**config.mk**
```make
export PLATFORM = sky130hd
export DESIGN_NAME = dss_top
export DESIGN_NICKNAME = d
export VERILOG_FILES = /design/src/rtl/dss_pkg.sv /design/src/rtl/dss_ctrl.sv /design/src/rtl/dss_datapath.sv /design/src/rtl/dss_top.sv
export SDC_FILE = /design/constraint.sdc
export NUM_CORES = 1
export LEC_CHECK = 0
export BUFFER_PORTS_ARGS = -buffer_cell sky130_fd_sc_hd__buf_2
export CAP_MARGIN = 20
export CORE_ASPECT_RATIO = 1.5
export CORE_MARGIN = 4
export CORE_UTILIZATION = 55
export DETAILED_ROUTE_END_ITERATION = 8
export PLACE_DENSITY = 0.71
export SLEW_MARGIN = 20
export SYNTH_ARGS = -nofsm -noshare
export SYNTH_HDL_FRONTEND = slang
export SYNTH_HIERARCHICAL = 1
export SYNTH_SLANG_ARGS = --single-unit
export TNS_END_PERCENT = 1
```
**constraint.sdc**
```tcl
create_clock -name clk -period 7.45 [get_ports clk]
set_input_delay 1.1175 -clock clk [delete_from_list [all_inputs] [get_ports clk]]
set_output_delay 1.1175 -clock clk [all_outputs]
set_load 0.02 [all_outputs]
```
**src/rtl/dss_pkg.sv**
```systemverilog
package dss_pkg;
  typedef struct packed {
    logic clearAll;
    logic goodWr;
    logic entWr;
    logic entKill;
    logic ovfSet;
    logic psLoad;
    logic psUseEnt;
  } dssStrobe_t;
endpackage

```
**src/rtl/dss_ctrl.sv**
```systemverilog
module dss_ctrl
  import dss_pkg::*;
#(
  parameter int DEPTH = 8,
  parameter int IDX_W = (DEPTH > 1) ? $clog2(DEPTH) : 1
) (
  input  logic             clearCmd,
  input  logic             saveCmd,
  input  logic             restoreCmd,
  input  logic             dropCmd,
  input  logic             faultActive,
  input  logic [DEPTH-1:0] hitVec,
  input  logic [DEPTH-1:0] freeVec,
  input  logic             diffNz,
  output dssStrobe_t       stb,
  output logic [IDX_W-1:0] slot
);
  logic             hitAny;
  logic             freeAny;
  logic [IDX_W-1:0] hitIdx;
  logic [IDX_W-1:0] freeIdx;

  // lowest-index encoders for the matching entry and the first free entry
  always_comb begin
    hitIdx  = '0;
    freeIdx = '0;
    for (int i = DEPTH - 1; i >= 0; i--) begin
      if (hitVec[i])  hitIdx  = IDX_W'(i);
      if (freeVec[i]) freeIdx = IDX_W'(i);
    end
    hitAny  = |hitVec;
    freeAny = |freeVec;
  end

  // one command acts per cycle: clear > save > drop > restore
  always_comb begin
    stb  = '0;
    slot = hitIdx;
    if (clearCmd) begin
      stb.clearAll = 1'b1;
    end else if (saveCmd) begin
      if (!faultActive) begin
        stb.goodWr = 1'b1;
      end else if (hitAny) begin
        if (diffNz) stb.entWr   = 1'b1;
        else        stb.entKill = 1'b1;
      end else if (diffNz) begin
        if (freeAny) begin
          stb.entWr = 1'b1;
          slot      = freeIdx;
        end else begin
          stb.ovfSet = 1'b1;
        end
      end
    end else if (dropCmd) begin
      if (hitAny) stb.entKill = 1'b1;
    end else if (restoreCmd) begin
      stb.psLoad   = 1'b1;
      stb.psUseEnt = faultActive & hitAny;
    end
  end
endmodule

```
**src/rtl/dss_datapath.sv**
```systemverilog
module dss_datapath
  import dss_pkg::*;
#(
  parameter int NUM_FF  = 16,
  parameter int DEPTH   = 8,
  parameter int FAULT_W = 10,
  parameter int IDX_W   = (DEPTH > 1) ? $clog2(DEPTH) : 1
) (
  input  logic               clk,
  input  logic               rst_n,
  input  dssStrobe_t         stb,
  input  logic [IDX_W-1:0]   slot,
  input  logic [FAULT_W-1:0] faultId,
  input  logic [NUM_FF-1:0]  nextVal,
  input  logic [NUM_FF-1:0]  nextKnown,
  output logic [DEPTH-1:0]   hitVec,
  output logic [DEPTH-1:0]   freeVec,
  output logic               diffNz,
  output logic [NUM_FF-1:0]  psVal,
  output logic [NUM_FF-1:0]  psKnown,
  output logic               overflow
);
  logic [NUM_FF-1:0]  goodVal;
  logic [NUM_FF-1:0]  goodKnown;
  logic [DEPTH-1:0]   entValid;
  logic [FAULT_W-1:0] entId    [DEPTH];
  logic [NUM_FF-1:0]  entMask  [DEPTH];
  logic [NUM_FF-1:0]  entVal   [DEPTH];
  logic [NUM_FF-1:0]  entKnown [DEPTH];

  logic [NUM_FF-1:0]  nextValC;
  logic [NUM_FF-1:0]  diffMask;
  logic [NUM_FF-1:0]  selMask;
  logic [NUM_FF-1:0]  selVal;
  logic [NUM_FF-1:0]  selKnown;

  // associative match and free flags, one per entry
  for (genvar g = 0; g < DEPTH; g++) begin : gCam
    assign hitVec[g]  = entValid[g] && (entId[g] == faultId);
    assign freeVec[g] = ~entValid[g];
  end

  // difference against the fault-free state, unknown bits carried as value 0
  always_comb begin
    nextValC = nextVal & nextKnown;
    diffMask = (nextKnown ^ goodKnown) | (nextKnown & goodKnown & (nextValC ^ goodVal));
    diffNz   = |diffMask;
    selMask  = entMask[slot];
    selVal   = entVal[slot];
    selKnown = entKnown[slot];
  end

  always_ff @(posedge clk or negedge rst_n) begin
    if (!rst_n) begin
      goodVal   <= '0;
      goodKnown <= '0;
    end else if (stb.clearAll) begin
      goodVal   <= '0;
      goodKnown <= '0;
    end else if (stb.goodWr) begin
      goodVal   <= nextValC;
      goodKnown <= nextKnown;
    end
  end

  always_ff @(posedge clk or negedge rst_n) begin
    if (!rst_n) begin
      entValid <= '0;
    end else begin
      for (int i = 0; i < DEPTH; i++) begin
        if (stb.clearAll)                             entValid[i] <= 1'b0;
        else if (stb.entWr && (slot == IDX_W'(i)))   entValid[i] <= 1'b1;
        else if (stb.entKill && (slot == IDX_W'(i))) entValid[i] <= 1'b0;
      end
    end
  end

  always_ff @(posedge clk) begin
    for (int i = 0; i < DEPTH; i++) begin
      if (!stb.clearAll && stb.entWr && (slot == IDX_W'(i))) begin
        entId[i]    <= faultId;
        entMask[i]  <= diffMask;
        entVal[i]   <= nextValC & diffMask;
        entKnown[i] <= nextKnown & diffMask;
      end
    end
  end

  always_ff @(posedge clk or negedge rst_n) begin
    if (!rst_n) begin
      psVal   <= '0;
      psKnown <= '0;
    end else if (stb.clearAll) begin
      psVal   <= '0;
      psKnown <= '0;
    end else if (stb.psLoad) begin
      if (stb.psUseEnt) begin
        psVal   <= (selMask & selVal)   | (~selMask & goodVal);
        psKnown <= (selMask & selKnown) | (~selMask & goodKnown);
      end else begin
        psVal   <= goodVal;
        psKnown <= goodKnown;
      end
    end
  end

  always_ff @(posedge clk or negedge rst_n) begin
    if (!rst_n)            overflow <= 1'b0;
    else if (stb.clearAll) overflow <= 1'b0;
    else if (stb.ovfSet)   overflow <= 1'b1;
  end
endmodule

```
**src/rtl/dss_top.sv**
```systemverilog
module dss_top
  import dss_pkg::*;
#(
  parameter int NUM_FF  = 16,
  parameter int DEPTH   = 8,
  parameter int FAULT_W = 10
) (
  input  logic               clk,
  input  logic               rst_n,
  input  logic               clearCmd,
  input  logic               saveCmd,
  input  logic               restoreCmd,
  input  logic               dropCmd,
  input  logic               faultActive,
  input  logic [FAULT_W-1:0] faultId,
  input  logic [NUM_FF-1:0]  nextVal,
  input  logic [NUM_FF-1:0]  nextKnown,
  output logic [NUM_FF-1:0]  psVal,
  output logic [NUM_FF-1:0]  psKnown,
  output logic               overflow
);
  localparam int IDX_W = (DEPTH > 1) ? $clog2(DEPTH) : 1;

  dssStrobe_t       stb;
  logic [IDX_W-1:0] slot;
  logic [DEPTH-1:0] hitVec;
  logic [DEPTH-1:0] freeVec;
  logic             diffNz;

  dss_ctrl #(.DEPTH(DEPTH), .IDX_W(IDX_W)) i_ctrl (
    .clearCmd(clearCmd), .saveCmd(saveCmd), .restoreCmd(restoreCmd),
    .dropCmd(dropCmd), .faultActive(faultActive), .hitVec(hitVec),
    .freeVec(freeVec), .diffNz(diffNz), .stb(stb), .slot(slot)
  );

  dss_datapath #(.NUM_FF(NUM_FF), .DEPTH(DEPTH), .FAULT_W(FAULT_W), .IDX_W(IDX_W)) i_dp (
    .clk(clk), .rst_n(rst_n), .stb(stb), .slot(slot), .faultId(faultId),
    .nextVal(nextVal), .nextKnown(nextKnown), .hitVec(hitVec), .freeVec(freeVec),
    .diffNz(diffNz), .psVal(psVal), .psKnown(psKnown), .overflow(overflow)
  );
endmodule

```
==> flow_summary.ini, run 1 <==
[power_and_ir_drop]
p_sw_share_pct = 20.13
power_mw = 5.925
internal_power_mw = 4.732
pwr-share-clk_pct = 40.6
combinationalPowerShare_pct = 3.6
power.density_nw_per_um2 = 240.5
p_switching_mw = 1.193
p_leak_nw = 8.219
p_seq_share_pct = 55.8
irDropWorstVdd_v = 0.0001919

[cts]
cts_sinks = 537
cts.repair.resized = 0
clkSlewWorstSetupHoldPaths_ps = 60
insertion_delay_ps = 560
cts_setup_buffers = 0
cts_root_buf = clkbuf_16
htreeDepth = 2
cts_made_buffers = 48
clockBufferDepth = 3
holdBufCountCts = 0
cts_tree = built

[setup_path]
slowest_stage = or4_1
cpLargestDelayFamily = simple AND/OR/NAND/NOR gates
path_cells = buf_2 > ha_1 > a21oi_1 > nand4_1 > or4_1 > nand4b_1 > or4_1 > o22ai_4 > buf_4 > nand2b_1 > nor2_4 > buf_12
crit_fanout = 40
crit_path_max_incr_delay_ps = 750
cpMostUsedCell = or4_1
crit_path_end_kind = flop
critical_path_buf_inv_count = 3
required_ps = 7680
startpoint_type = input port
path_class = in -> reg
arrival_ps = 5830

[place]
placed_area_um2 = 23100
place_congestion = 0.7917
dpl.hpwl_mm = 28.26
dp_cells = 1818
portBuffers = 81
dpl_worst_slack_ps = 1285

[drt]
vias = 11560
ant_nets = 0
wire_per_inst_um = 24.76
drt_iter0_drc = 893
via_per_inst = 6.059
first_pass_iters = 7
postRouteWirelength_mm = 47.23
drc = 0

[cells_and_area]
fill_cells = 2755
syn2layout_area_growth_pct = 11.52
drive_above_1_share_pct = 20.26
nets = 1433
fin_area_um2 = 24640
regArea_um2 = 15760
layoutNonFillerInstCount = 1907
multi_input_area_um2 = 5995
antenna_cells = 0
fin_util_pct = 62.33

[timing]
slew_headroom_pct = 27.67
timing.setup.tns_ps = 0
min_period_over_period_pct = 75.21
max_freq_mhz = 178.5
timing.final.crit_period_ps = 5603
hold_violations = 0
fin_ws_ps = 1847
hold_ws_ps = 457.9
worst_pin_slew_ps = 1085
fin_skew_ps = 14.83
rsz0062_at_grt = false
setup_viol = 0
drv_slew = 0

[logic_synthesis]
synthesis.area_um2 = 22090
netlist_top_cells_count = 464 x edfxtp_1, 96 x mux4_2, 96 x xnor2_1, 81 x nor2_1, 73 x dfrtp_1
ys_types = 40
yosysMostFrequentCell = edfxtp_1
ys_warn_count = 6
async_flop_share_pct = 13.59
syn_avg_cell_area_um2 = 17.22
synth_edf_count = 464
synth_top_area_share_pct = 63.06
synth_ff_type = edfxtp_1
synth_seq_area_share_pct = 71.33
yosys-top-cells-area = edfxtp_1 63%, mux4_2 9.8%, dfrtp_1 8.3%
ys_ff_latch = 537
syn_inst = 1283
synth_fp_nets = 1348
synth_area_leader_cell = edfxtp_1

[global_routing]
grt_max_degree = 97
antenna_found_initial = 1
gr-usage-all-layers_pct = 22.19
grt_pass1_wl_mm = 72.75
grt_overflow = 0
grt_pass1_vias = 12060

[floorplanning]
row_count = 89
dieArea_um2 = 43510
die_height_um = 253.5
dieWidth_um = 171.6
start_util_pct = 55.89
core_um2 = 39530
io_pins = 82

[job]
maxCapViolCount = 0

[worst_hold_path]
holdCritPathClass = in -> async

[status]
run_status = complete, no violations
[cells in the final DEF, fill, tap and decap left out, types with 18 or more instances in the layout]
master / Yosys / final
a21oi_1: 46 / 46
and3_1: 32 / 32
buf_2: 11 / 80
buf_4: 6 / 18
clkbuf_16: 0 / 49
dfrtp_1: 73 / 73
edfxtp_1: 464 / 464
inv_1: 29 / 29
mux2i_1: 48 / 48
mux4_2: 96 / 96
nand2_1: 22 / 22
nand2b_1: 20 / 20
nand3_1: 28 / 28
nand4_1: 21 / 21
nor2_1: 81 / 73
nor2b_1: 20 / 20
nor3b_1: 32 / 32
nor4_1: 34 / 34
xnor2_1: 96 / 96
[per-layer routing]
metal,part of all wire [%],vias up,wire (um),global-route usage (%)
met4,2.4,2,1123,5.730
li1,-,5151,-,-
met1,39,5985,18550,29.80
met3,6.0,66,2815,3.361
met5,0.042,-,20,0
met2,52,351,24720,38.40
[final timing paths]
check                              startpoint                    to  slack, ps  cells after the start
setup / recovery                nextKnown[14]  i_dp/entKnown[6][10]       1850                     12
hold / removal                          rst_n       i_dp/psKnown[4]        460                      1
setup reg to reg           i_dp/goodKnown[14]  i_dp/entKnown[6][10]       2150                     11
hold reg to reg                 i_dp/overflow         i_dp/overflow        520                      2
max in group asynchronous               rst_n    i_dp/goodKnown[11]       5900                      2
min in group clk                i_dp/overflow         i_dp/overflow        520                      2
[power by group through the flow]
stage | clock network, mW | logic (mW) | registers [mW]
2_1_floorplan | 0 | 0.118 | 3.37
3_3_place_gp | 0 | 0.208 | 3.37
3_5_place_dp | 0 | 0.215 | 3.37
4_1_cts | 2.45 | 0.216 | 3.31
5_1_grt | 2.58 | 0.235 | 3.31
6_report | 2.40 | 0.213 | 3.31
[worst reg2reg max path, stage by stage, from the launching register on]
cell	delay (ps)
dfrtp_1	410
ha_1	280
a21oi_1	540
nand4_1	410
or4_1	750
nand4b_1	270
or4_1	190
o22ai_4	290
buf_4	460
nand2b_1	330
nor2_4	640
buf_12	370
[logic make-up after synthesis]
family	share of synthesized area (%)
xor+xnor	3.806
flops	71.33
compound gates	2.135
fa+ha+maj	0.9061
simple gates	7.928
mux	11.96
buf+inv	1.931
[cell type report]
type	count	share of cell area, %
well taps	500	2.539
clock inverters	22	0.7363
clock buffers	67	5.494
repair buffers	102	2.498
inverters	29	0.4418
flip-flops and latches	537	63.96
multi-input cells	650	24.33
[registers in the layout, indices dropped and copies added, names as in the netlist]
name	flops
i_dp/entVal	128
i_dp/psKnown	16
i_dp/entId	80
i_dp/entKnown	128
i_dp/goodVal	16
i_dp/psVal	16
i_dp/entValid	8
i_dp/entMask	128
i_dp/goodKnown	16
i_dp/overflow	1
Power figures use the tool's default switching activity.
==> inputs of run 2 (changes only) <==
- PLACE_DENSITY: 0.71 -> 0.74
- clock period: 7.45 -> 4.59 ns (I/O delays scaled with it)
==> run 2 against run 1 <==
  * Sequential share of layout area shrank 2.2 points
  * Critical endpoint is now i_dp/psVal[13]
  * Clock-buffer cell count fell by 4
  * Combinational power increased by 74%
  * Critical path depth up 1
  * First-iteration DRC count up 15%
  * Worst setup slack got worse by 1400 ps
  * Largest cell class unchanged
==> flow_summary.ini, run 2 (synthesis results as in run 1) <==
[power_and_ir_drop]
irDropWorstVdd_v = 0.0003170
combinationalPowerShare_pct = 3.7
p_switching_mw = 2.008
p_leak_nw = 8.648
power.density_nw_per_um2 = 393.6
p_seq_share_pct = 53.4
p_sw_share_pct = 19.99
internal_power_mw = 8.035
pwr-share-clk_pct = 42.9

[setup_path]
path_cells = ha_1 > a21oi_1 > buf_4 > nand4_1 > or4_1 > nand4b_1 > o41ai_2 > buf_12 > buf_12 > mux4_2 > a22o_1 > and3_1 > nor4_1
crit_path_max_incr_delay_ps = 730
required_ps = 5050
startpoint_type = flop
r2r_start = i_dp/goodKnown[11]
cpMostUsedCell = buf_12
path_class = reg -> reg
crit_path_end_kind = flop
crit_fanout = 23
r2r_setup_slack_ps = 440
ff2ff_path_depth = 13
slowest_stage = o41ai_2
arrival_ps = 4610
rr_endpoint = i_dp/psVal[13]

[cts]
htreeDepth = 2
cts_sinks = 537
holdBufCountCts = 0
cts.repair.resized = 0
cts_setup_buffers = 0
insertion_delay_ps = 580
cts_root_buf = clkbuf_16
clkSlewWorstSetupHoldPaths_ps = 70
cts_made_buffers = 48
clockBufferDepth = 3
cts_tree = built

[drt]
vias = 12000
drt_iter0_drc = 1023
ant_nets = 0
postRouteWirelength_mm = 48.36
wire_per_inst_um = 24.65
drc = 0
via_per_inst = 6.114
first_pass_iters = 4

[floorplanning]
core_um2 = 39530
io_pins = 82
dieWidth_um = 171.6
start_util_pct = 55.89
dieArea_um2 = 43510
die_height_um = 253.5
row_count = 89

[timing]
max_freq_mhz = 241.0
drv_slew = 0
fin_skew_ps = 32.99
fin_ws_ps = 440.3
setup_viol = 0
slew_headroom_pct = 32.66
timing.setup.tns_ps = 0
worst_pin_slew_ps = 1010
rsz0062_at_grt = false
min_period_over_period_pct = 90.41
timing.final.crit_period_ps = 4150
hold_violations = 0

[cells_and_area]
layout_common_cells = 464 x edfxtp_1, 96 x mux4_2, 96 x xnor2_1
nets = 1488
final_common_cell = edfxtp_1
syn2layout_area_growth_pct = 15.49
fin_util_pct = 64.55
antenna_cells = 0
top_regs = i_dp/entKnown x128, i_dp/entMask x128, i_dp/entVal x128
drive_above_1_share_pct = 24.28

[global_routing]
use_met3_pct = 3.190
gr-usage-all-layers_pct = 22.70
grt_pass1_vias = 12570
grt_overflow = 0
grt_pass1_wl_mm = 74.47
antenna_found_initial = 1
grt_max_degree = 97
grt.met2_usage_pct = 39.69
use_met1_pct = 29.49
grt-busiest-layer = met2

[job]
maxCapViolCount = 0

[status]
run_status = complete, no violations

[place]
portBuffers = 81
dpl_worst_slack_ps = 25.00
dpl.hpwl_mm = 29.19
place_congestion = 0.7869

[worst_hold_path]
holdCritPathClass = in -> async
==> run 2: critical path: cells and delay by family (launching register included) <==
| family | cells | cell delay, ps |
|---|---|---|
| multiplexers | 1 | 520 |
| adder cells (fa/ha/maj) | 1 | 280 |
| AO/OA/AOI/OAI | 3 | 1090 |
| buffers and inverters | 3 | 660 |
| AND/OR/NAND/NOR | 5 | 1050 |
| flip-flops | 1 | 400 |
==> run 2: worst max path at each step <==
stage,start,endpoint,cells past startpoint
2_1_floorplan,nextKnown[15],i_dp/entId[0][10],13
3_5_place_dp,nextKnown[5],i_dp/psVal[13],15
6_report,i_dp/goodKnown[11],i_dp/psVal[13],13
3_3_place_gp,nextKnown[5],i_dp/psVal[9],14
5_1_grt,i_dp/goodKnown[9],i_dp/psKnown[13],13
4_1_cts,i_dp/goodKnown[11],i_dp/psVal[13],13
==> run 2: area by class of cell <==
cell class | count | area, um2
fill | 2661 | 14010
clock buffer | 63 | 1370
tap | 500 | 625.6
timing repair buffer | 157 | 1304
sequential | 537 | 15760
multi-input combinational | 650 | 5995
inverter | 29 | 108.9
clock inverter | 26 | 354.1
==> run 2: layer usage <==
layer / part of all wire [%] / vias up
li1: - / 5257
met1: 38 / 6211
met2: 53 / 434
met3: 6.0 / 92
met4: 3.0 / 2
met5: 0.027 / -
==> run 2: power groups by stage <==
| stage | combinational [mW] | sequential (mW) | clock [mW] |
|---|---|---|---|
| floorplan | 0.191 | 5.48 | 0 |
| global placement | 0.358 | 5.47 | 0 |
| detailed placement | 0.373 | 5.47 | 0 |
| CTS | 0.375 | 5.37 | 4.38 |
| global route | 0.410 | 5.37 | 4.59 |
| finish | 0.371 | 5.37 | 4.30 |
==> run 2: metrics by stage <==
step | area, um2 | cells | hold slack [ps] | power, mW
2_1_floorplan | 22110 | 1283 | 392.9 | 5.667
3_3_place_gp | 23790 | 1873 | 496.1 | 5.827
6_report | 25520 | 1962 | 183.3 | 10.04
3_5_place_dp | 23790 | 1873 | 486.0 | 5.843
4_1_cts | 25520 | 1962 | 191.2 | 10.12
5_1_grt | 25520 | 1962 | 218.6 | 10.36
